File: src/rtl/hwsb_pkg.sv
package hwsb_pkg;
    typedef enum logic [2:0] {
        ST_RUN    = 3'd0,
        ST_SLEEP  = 3'd1,
        ST_SWSTBY = 3'd2,
        ST_PEND   = 3'd3,
        ST_HWSTBY = 3'd4,
        ST_SETTLE = 3'd5,
        ST_PORST  = 3'd6
    } pm_state_e;

    typedef enum logic [1:0] {
        CPG_RUN    = 2'd0,
        CPG_SLEEP  = 2'd1,
        CPG_SWSTBY = 2'd2,
        CPG_WDT    = 2'd3
    } cpg_mode_e;
endpackage

File: src/rtl/hwsb_next_state.sv
module hwsb_next_state
    import hwsb_pkg::*;
(
    input  pm_state_e state_q,
    input  logic [1:0] cpg_mode,
    input  logic      stby_req_n,
    input  logic      por_n,
    input  logic      settled,
    output pm_state_e state_nxt,
    output logic      early_rel
);
    cpg_mode_e mode;
    pm_state_e mirror;

    assign mode = cpg_mode_e'(cpg_mode);

    always_comb begin
        unique case (mode)
            CPG_RUN:   mirror = ST_RUN;
            CPG_SLEEP: mirror = ST_SLEEP;
            default:   mirror = ST_SWSTBY;
        endcase
    end

    always_comb begin
        state_nxt = state_q;
        early_rel = 1'b0;
        unique case (state_q)
            ST_RUN, ST_SLEEP, ST_SWSTBY: begin
                if (!por_n)
                    state_nxt = ST_PORST;
                else if (!stby_req_n)
                    state_nxt = (mode == CPG_RUN || mode == CPG_SWSTBY) ? ST_HWSTBY : ST_PEND;
                else
                    state_nxt = mirror;
            end
            ST_PEND: begin
                if (!por_n)
                    state_nxt = ST_PORST;
                else if (mode == CPG_RUN)
                    state_nxt = ST_HWSTBY;
            end
            ST_HWSTBY: begin
                if (!por_n && stby_req_n)
                    state_nxt = ST_SETTLE;
            end
            ST_SETTLE: begin
                if (por_n) begin
                    state_nxt = ST_PORST;
                    early_rel = !settled;
                end else if (!stby_req_n) begin
                    state_nxt = ST_HWSTBY;
                end
            end
            ST_PORST: begin
                if (por_n)
                    state_nxt = ST_RUN;
            end
            default: state_nxt = ST_RUN;
        endcase
    end
endmodule

File: src/rtl/hwsb_settle_ctr.sv
module hwsb_settle_ctr
    import hwsb_pkg::*;
#(
    parameter int SETTLE_CYCLES = 16
) (
    input  logic      clk,
    input  logic      rst_n,
    input  pm_state_e state_q,
    input  pm_state_e state_nxt,
    output logic      settled,
    output logic      settled_nxt
);
    localparam int CW = $clog2(SETTLE_CYCLES + 1);
    localparam logic [CW-1:0] LIMIT = CW'(SETTLE_CYCLES);

    logic [CW-1:0] cnt_q;
    logic [CW-1:0] cnt_nxt;

    always_comb begin
        cnt_nxt = cnt_q;
        if (state_nxt == ST_SETTLE && state_q != ST_SETTLE)
            cnt_nxt = '0;
        else if (state_q == ST_SETTLE && cnt_q != LIMIT)
            cnt_nxt = cnt_q + 1'b1;
    end

    always_ff @(posedge clk or negedge rst_n) begin
        if (!rst_n)
            cnt_q <= '0;
        else
            cnt_q <= cnt_nxt;
    end

    assign settled     = (cnt_q == LIMIT);
    assign settled_nxt = (cnt_nxt == LIMIT);
endmodule

File: src/rtl/hwsb_out_regs.sv
module hwsb_out_regs
    import hwsb_pkg::*;
(
    input  logic      clk,
    input  logic      rst_n,
    input  pm_state_e state_q,
    input  pm_state_e state_nxt,
    input  logic      settled_nxt,
    input  logic      early_rel,
    input  logic      irq_in,
    input  logic      mrst_in_n,
    input  logic      tclk_in,
    output logic      clk_en,
    output logic      osc_en,
    output logic      clk_stable,
    output logic      timer_halt,
    output logic      irq_out,
    output logic      mrst_out_n,
    output logic      tclk_out,
    output logic      cpu_rst,
    output logic      early_rel_err
);
    logic frozen;
    logic run_clk;
    logic stable_d;
    logic settle_entry;

    assign frozen       = (state_nxt == ST_HWSTBY) || (state_nxt == ST_SETTLE);
    assign run_clk      = (state_nxt == ST_RUN) || (state_nxt == ST_SLEEP) ||
                          (state_nxt == ST_PEND) || (state_nxt == ST_PORST);
    assign settle_entry = (state_nxt == ST_SETTLE) && (state_q != ST_SETTLE);

    always_comb begin
        unique case (state_nxt)
            ST_SETTLE: stable_d = settled_nxt;
            ST_HWSTBY: stable_d = 1'b0;
            default:   stable_d = 1'b1;
        endcase
    end

    always_ff @(posedge clk or negedge rst_n) begin
        if (!rst_n) begin
            clk_en        <= 1'b1;
            osc_en        <= 1'b1;
            clk_stable    <= 1'b1;
            timer_halt    <= 1'b0;
            irq_out       <= 1'b0;
            mrst_out_n    <= 1'b1;
            tclk_out      <= 1'b0;
            cpu_rst       <= 1'b0;
            early_rel_err <= 1'b0;
        end else begin
            clk_en     <= run_clk;
            osc_en     <= (state_nxt != ST_HWSTBY);
            clk_stable <= stable_d;
            timer_halt <= frozen;
            irq_out    <= irq_in & ~frozen;
            mrst_out_n <= mrst_in_n | frozen;
            tclk_out   <= tclk_in & ~frozen;
            cpu_rst    <= (state_nxt == ST_PORST);
            if (settle_entry)
                early_rel_err <= 1'b0;
            else if (early_rel)
                early_rel_err <= 1'b1;
        end
    end
endmodule

File: src/rtl/hw_standby_ctrl.sv
module hw_standby_ctrl
    import hwsb_pkg::*;
#(
    parameter int SETTLE_CYCLES = 16
) (
    input  logic       clk,
    input  logic       rst_n,
    input  logic       stby_req_n,
    input  logic       por_n,
    input  logic [1:0] cpg_mode,
    input  logic       irq_in,
    input  logic       mrst_in_n,
    input  logic       tclk_in,
    output logic [2:0] state_code,
    output logic       clk_en,
    output logic       osc_en,
    output logic       clk_stable,
    output logic       timer_halt,
    output logic       irq_out,
    output logic       mrst_out_n,
    output logic       tclk_out,
    output logic       cpu_rst,
    output logic       early_rel_err
);
    pm_state_e state_q;
    pm_state_e state_nxt;
    logic      settled;
    logic      settled_nxt;
    logic      early_rel;

    hwsb_next_state u_nxt (
        .state_q    (state_q),
        .cpg_mode   (cpg_mode),
        .stby_req_n (stby_req_n),
        .por_n      (por_n),
        .settled    (settled),
        .state_nxt  (state_nxt),
        .early_rel  (early_rel)
    );

    hwsb_settle_ctr #(.SETTLE_CYCLES(SETTLE_CYCLES)) u_ctr (
        .clk         (clk),
        .rst_n       (rst_n),
        .state_q     (state_q),
        .state_nxt   (state_nxt),
        .settled     (settled),
        .settled_nxt (settled_nxt)
    );

    always_ff @(posedge clk or negedge rst_n) begin
        if (!rst_n)
            state_q <= ST_RUN;
        else
            state_q <= state_nxt;
    end

    hwsb_out_regs u_out (
        .clk           (clk),
        .rst_n         (rst_n),
        .state_q       (state_q),
        .state_nxt     (state_nxt),
        .settled_nxt   (settled_nxt),
        .early_rel     (early_rel),
        .irq_in        (irq_in),
        .mrst_in_n     (mrst_in_n),
        .tclk_in       (tclk_in),
        .clk_en        (clk_en),
        .osc_en        (osc_en),
        .clk_stable    (clk_stable),
        .timer_halt    (timer_halt),
        .irq_out       (irq_out),
        .mrst_out_n    (mrst_out_n),
        .tclk_out      (tclk_out),
        .cpu_rst       (cpu_rst),
        .early_rel_err (early_rel_err)
    );

    assign state_code = state_q;
endmodule

File: config.mk
export PLATFORM = sky130hd
export DESIGN_NAME = hw_standby_ctrl
export DESIGN_NICKNAME = d
export VERILOG_FILES = /design/src/rtl/hwsb_pkg.sv /design/src/rtl/hwsb_next_state.sv /design/src/rtl/hwsb_settle_ctr.sv /design/src/rtl/hwsb_out_regs.sv /design/src/rtl/hw_standby_ctrl.sv
export SDC_FILE = /design/constraint.sdc
export NUM_CORES = 1
export LEC_CHECK = 0
export BUFFER_PORTS_ARGS = -buffer_cell sky130_fd_sc_hd__buf_2
export CORE_ASPECT_RATIO = 1.4
export CORE_MARGIN = 10
export CORE_UTILIZATION = 49
export CTS_BUF_LIST = sky130_fd_sc_hd__clkbuf_8
export CTS_CLUSTER_SIZE = 14
export DETAILED_ROUTE_END_ITERATION = 8
export MAX_ROUTING_LAYER = met4
export PLACE_DENSITY = 0.8
export SYNTH_ARGS = -nofsm -noshare
export SYNTH_HDL_FRONTEND = slang
export SYNTH_SLANG_ARGS = --single-unit
File: constraint.sdc
create_clock -name clk -period 1.71 [get_ports clk]
set_clock_uncertainty 0.1 [all_clocks]
set_input_delay 0.342 -clock clk [delete_from_list [all_inputs] [get_ports clk]]
set_output_delay 0.342 -clock clk [all_outputs]
set_load 0.02 [all_outputs]
==> flow_summary.toml, run 1 <==
[status]
status = "finished, final reports clean"

[synth]
synth.top_cell.area_share_pct = 35.62
synth_fa_ha_area_share_pct = 2.740
syn_avg_cell_area_um2 = 10.15
netlist_instances = 90
synth_largest_area_cell = "dfrtp_1"
synth_xor_xnor_area_share_pct = 2.877
synthArstFlopShare_pct = 100.0
synthFlopType = "dfrtp_1"
synth_area_um2 = 913.4
synth_top_family_by_area = "simple AND/OR/NAND/NOR gates"
yosys.area_share.simple_pct = 18.36
ys_seq_area_share_pct = 47.12
synth_edf_count = 0
synthMuxAreaShare_pct = 2.192
synth_common_cells = "14 x inv_1, 13 x dfrtp_1, 10 x nor2_1"
synth_compound_area_share_pct = 17.26
synth_nets = 101
synthTopCellsByArea = "dfrtp_1 36%, dfstp_2 12%, inv_1 5.8%"
yosysWarnings = 0
yosysMostFrequentCell = "inv_1"
synth_seq_cells = 17
synth_cell_types = 33

[finish]
drive_above_1_share_pct = 43.44
multi_input_area_um2 = 421.7
filler_cell_count = 143
finish.instance_area_mm2 = 0.001177
area_growth_pct = 28.90
regArea_um2 = 434.2
final_nets = 134
n_antenna_cell = 0

[timing]
max-slew-margin-rel_pct = 76.40
fmax_mhz = 591.6
hold_violations = 0
worstMarginPinSlew_ns = 0.3540
finalCriticalPeriod_ns = 1.690
setup_viol = 0
tns_ns = 0
rsz0062_at_grt = "yes"
min_period_over_period_pct = 98.86
slew_violations = 0

[global_routing]
met3_usage_pct = 2.679
grt_antenna_before_repair = 0
grt_pass1_wl_um = 3663
grt_busiest_layer = "met2"
grt_pass1_vias = 833
grt_usage_pct = 11.39
use_met1_pct = 12.68
use_met2_pct = 17.85
grt-ovfl-total = 0
grt_max_degree = 18

[floorplanning]
dieHeight_um = 71.09
rows = 18
initial_core_util_pct = 51.34
pin_count = 21
dieArea_mm2 = 0.004016
core_mm2 = 0.001779
die_w_um = 56.49

[critical_path]
rr_worst_depth = 6
worstSetupPathType = "register to register"
end_kind = "register"
arrival_ns = 1.75
critPathLaunchType = "register"
rrSetupSlack_ns = 0.02
required_ns = 1.77
crit_path_max_fanout = 4

[detailed_routing]
drt_iter0_drc = 20
wl_per_cell_um = 16.13
drc = 0
post_drt_via_cell_ratio = 5.521
ant_nets = 0
routed_wirelength_um = 2291
first_pass_iters = 4
num_vias = 784

[clocking]
cts_root_buf = "clkbuf_8"
clk_latency_ns = 0.25
htreeDepth = 1
cts_sinks = 17
clockBufferDepth = 2
clk_pin_slew_ns = 0.07
tritoncts = "yes"
cts_made_buffers = 3

[place]
port_buffers = 20
hpwl_um = 1662
gp_congestion = 0.8140
postPlaceCellArea_mm2 = 0.001085

[power]
vdd_drop_max_v = 0.001107
leakagePower_nw = 0.5726
p_per_area_mw_per_mm2 = 1723

[worst_hold_path]
hold_depth = 3
hp-class = "primary input to register"

[run]
drv_cap = 0
[report_power, final]
| group | switching, mW | internal, mW | total [mW] |
|---|---|---|---|
| registers | 0.124 | 0.592 | 0.716 |
| logic | 0.584 | 0.435 | 1.02 |
| clock network | 0.132 | 0.162 | 0.294 |
| total | 0.840 | 1.19 | 2.03 |
[cell type report]
type                            count  share of cell area [%]
Timing Repair Buffer               31                   16.79
Clock inverter                      1                  0.4251
Inverter                           14                   4.463
Tap cell                           20                   2.125
Multi-Input combinational cell     56                   35.81
Sequential cell                    17                   36.88
Clock buffer                        3                   3.507
[kinds of logic after synthesis]
kind of cell             after synthesis
AND/OR/NAND/NOR                       28
multiplexers                           2
AO/OA/AOI/OAI                         21
flip-flops                            17
buffers and inverters                 17
XOR/XNOR                               3
adder cells (fa/ha/maj)                2
[critical path, cell delays in order, from the launching register on]
cell and delay, ns:
dfrtp_1 0.40, ha_2 0.21, nand4b_4 0.11, nor3_2 0.14
xnor2_1 0.08, or2_1 0.23, o41ai_2 0.33
[final timing paths]
path | to | start
setup / recovery | u_out.clk_stable$_DFF_PN1_ | u_ctr.cnt_q[1]$_DFF_PN0_
min in group asynchronous | u_ctr.cnt_q[4]$_DFF_PN0_ | rst_n
hold / removal | u_out.irq_out$_DFF_PN0_ | irq_in
setup reg to reg | u_out.clk_stable$_DFF_PN1_ | u_ctr.cnt_q[1]$_DFF_PN0_
max in group asynchronous | u_out.clk_en$_DFF_PN1_ | rst_n
hold reg to reg | u_out.early_rel_err$_DFFE_PN0P_ | u_out.early_rel_err$_DFFE_PN0P_
[state kept, by name (all words and copies together), names as in the netlist]
signal and flops:
u_ctr.cnt_q 5, state_code 3, u_out.clk_en 1, u_out.clk_stable 1, u_out.cpu_rst 1, u_out.early_rel_err 1
u_out.irq_out 1, u_out.mrst_out_n 1, u_out.osc_en 1, u_out.tclk_out 1, u_out.timer_halt 1
[cells in the final DEF (no fill, tap or decap), drive strengths merged]
master,n
a211oi,1
a21boi,1
a21oi,2
a2bb2oi,2
a311oi,1
a31oi,3
a32o,1
a41oi,1
and3,1
buf,30
clkbuf,3
clkinv,1
dfrtp,13
dfstp,4
dlygate4sd3,1
ha,2
inv,14
mux2i,2
nand2,7
nand3b,1
nand4b,1
nor2,10
nor2b,1
nor3,2
nor3b,2
nor4,1
o21ai,6
o221ai,1
o22ai,1
o41ai,1
or2,2
xnor2,3
[stage by stage]
stage / setup WS (ns) / utilization, % / std cells / hold WS, ns / power, mW
2_1_floorplan: 0.03041 / - / 90 / -0.05359 / 1.315
3_3_place_gp: 0.08414 / 60.97 / 136 / 0.1645 / 1.623
3_5_place_dp: 0.02501 / 60.97 / 136 / 0.1737 / 1.662
4_1_cts: 0.02039 / 64.13 / 141 / 0.1835 / 1.971
5_1_grt: -0.09317 / 66.17 / 142 / 0.1760 / 2.182
6_report: 0.01954 / 66.17 / 142 / 0.1886 / 2.029
[repair_timing]
item | 4_1_cts | 5_1_grt
endpoints found under the hold margin | 13 | 0
endpoints found under the setup margin | 0 | 6
resized for setup | 0 | 9
hold buffers | 1 | 0
buffers inserted | 0 | 1
[metal layers]
| metal | vias to the layer above | part of all wire [%] |
|---|---|---|
| met3 | 7 | 4.2 |
| met4 | 0 | 2.3 |
| met5 | - | 0 |
| met1 | 391 | 40 |
| li1 | 369 | - |
| met2 | 17 | 54 |
Note: power is estimated with default switching activity, not from simulation.
==> run 2: changes to the inputs <==
ABC_AREA = 1   (was unset)
CORE_UTILIZATION = 50   (was 49)
PLACE_DENSITY = 0.81   (was 0.8)
==> flow_summary.toml, run 2 <==
[clocking]
clk_latency_ns = 0.25
cts_root_buf = "clkbuf_8"
clockBufferDepth = 2
cts_sinks = 17
htreeDepth = 1
clk_pin_slew_ns = 0.06
cts_made_buffers = 3
tritoncts = "yes"

[critical_path]
worstSetupPathType = "register to register"
path_cells = "inv_1 > ha_1 > nand3_2 > nand2_4 > nand2_1 > nand2_1 > nand2_1 > nor2_1 > nand3_1 > nand2_1"
rr_worst_depth = 10
arrival_ns = 1.64
regToRegEndpoint = "u_out.clk_stable$_DFF_PN1_"
rrSetupSlack_ns = 0.17
max_stage_delay_ns = 0.43
crit_slowest_cell = "dfrtp_2"
required_ns = 1.81
worst_path_most_repeated_cell = "nand2_1"
rr_startpoint = "u_ctr.cnt_q[0]$_DFF_PN0_"
crit_path_max_fanout = 6
end_kind = "register"
critPathLaunchType = "register"

[worst_hold_path]
hp-start = "mrst_in_n"
hold_depth = 2
hp-class = "primary input to register"
min_to = "u_out.mrst_out_n$_DFF_PN1_"

[synth]
synth.top_cell.area_share_pct = 31.67
yosysMostFrequentCell = "nand2_1"
synthFlopType = "dfrtp_1"
synthArstFlopShare_pct = 100.0
synth_largest_area_cell = "dfrtp_1"
synth_nets = 140
synth_edf_count = 0
syn_avg_cell_area_um2 = 7.963
yosysWarnings = 0
synth_area_mm2 = 0.001027
synth_seq_cells = 17
netlist_instances = 129
synthTopCellsByArea = "dfrtp_1 32%, nand2_1 15%, dfstp_2 10%"
ys_seq_area_share_pct = 41.90
synth_common_cells = "41 x nand2_1, 22 x inv_1, 13 x dfrtp_1"
synth_cell_types = 24

[finish]
n_antenna_cell = 0
largest_reg_flops = 5
drive_above_1_share_pct = 34.42
finish.instance_area_mm2 = 0.001219
layout_common_cells = "41 x nand2_1, 23 x inv_1, 20 x buf_2"
area_growth_pct = 18.64
final_nets = 166
mostFrequentLayoutCell = "nand2_1"
regMostFlops = "u_ctr.cnt_q"

[global_routing]
grt_max_degree = 18
grt_antenna_before_repair = 0
grt_busiest_layer = "met2"
grt_usage_pct = 11.08
met3_usage_pct = 3.276
use_met1_pct = 10.58
grt-ovfl-total = 0
grt_pass1_wl_um = 3663
use_met2_pct = 19.05
grt_pass1_vias = 876

[place]
gp_congestion = 0.9389
port_buffers = 20
dp_worst_setup_slack_ns = 0.1604
postPlaceCellArea_mm2 = 0.001142
hpwl_um = 1693

[timing]
fmax_mhz = 648.5
slew_violations = 0
fin_ws_ns = 0.1681
max-slew-margin-rel_pct = 76.33
finalCriticalPeriod_ns = 1.542
setup_viol = 0
min_period_over_period_pct = 90.17
hold_violations = 0
worstMarginPinSlew_ns = 0.3550
tns_ns = 0
rsz0062_at_grt = "no"

[detailed_routing]
first_pass_iters = 4
drt_iter0_drc = 23
num_vias = 857
ant_nets = 0
routed_wirelength_um = 2129
wl_per_cell_um = 12.17
drc = 0
post_drt_via_cell_ratio = 4.897

[floorplanning]
core_mm2 = 0.001973
dieHeight_um = 73.63
rows = 19
pin_count = 21
dieArea_mm2 = 0.004293
initial_core_util_pct = 52.06
die_w_um = 58.31

[power]
leakagePower_nw = 0.6737
total_power_mw = 2.192
vdd_drop_max_v = 0.001001
p_per_area_mw_per_mm2 = 1799

[status]
status = "finished, final reports clean"

[run]
drv_cap = 0
-- run 2: power breakdown --
group | leakage (nW) | switching [mW] | internal (mW)
combinational | 0.438 | 0.751 | 0.392
clock | 0.0269 | 0.125 | 0.159
sequential | 0.209 | 0.155 | 0.610
-- run 2: cells by family (layout without fill, tap and decap cells) --
logic type | Yosys count | count (layout) | synth area share, %
xor+xnor | 1 | 1 | 0.8528
simple gates | 73 | 73 | 36.42
buf+inv | 28 | 53 | 11.45
compound gates | 8 | 8 | 6.943
fa+ha+maj | 2 | 2 | 2.436
flops | 17 | 17 | 41.90
-- run 2: cell type report --
class | count | area [um^2]
fillers | 192 | 754.5
well taps | 21 | 26.28
clock inverters | 1 | 3.754
inverters | 27 | 106.4
flip-flops and latches | 17 | 431.7
repair buffers | 22 | 117.6
clock buffers | 3 | 41.29
multi-input cells | 84 | 491.7
-- run 2: worst max-delay path by stage --
stage                                         from                         end  depth (start not counted)
after floorplan            state_code[1]$_DFF_PN0_  u_out.clk_stable$_DFF_PN1_                          9
after global placement                       por_n     u_out.irq_out$_DFF_PN0_                          9
after detailed placement  u_ctr.cnt_q[0]$_DFF_PN0_  u_out.clk_stable$_DFF_PN1_                          9
after CTS                 u_ctr.cnt_q[0]$_DFF_PN0_  u_out.clk_stable$_DFF_PN1_                          9
after global routing      u_ctr.cnt_q[0]$_DFF_PN0_  u_out.clk_stable$_DFF_PN1_                         10
final                     u_ctr.cnt_q[0]$_DFF_PN0_  u_out.clk_stable$_DFF_PN1_                         10
-- run 2: critical path, delay by kind of cell (launching register included) --
family	cells	cell delay, ns
adder cells (fa/ha/maj)	1	0.18
buffers and inverters	1	0.07
flip-flops	1	0.43
AND/OR/NAND/NOR	8	0.71
-- run 2: per-layer routing --
metal | routed length, um | share of wire, %
met1 | 804 | 38
met2 | 1226 | 58
met3 | 59 | 2.8
met4 | 40 | 1.9
met5 | 0 | 0
-- run 2: what timing repair did --
| action | in CTS | in global routing |
|---|---|---|
| hold buffers | 1 | 0 |
| buffers inserted | 0 | 1 |
| setup endpoints to repair | 0 | 1 |
| endpoints found under the hold margin | 13 | 0 |
| resized for setup | 0 | 3 |
-- run 2: through the flow --
stage,hold WS [ns],instances,util [%]
after global routing,0.1888,175,61.76
after floorplan,-0.05359,129,-
after detailed placement,0.1747,169,57.89
after global placement,0.1709,169,57.89
final,0.1888,175,61.76
after CTS,0.1826,174,60.68
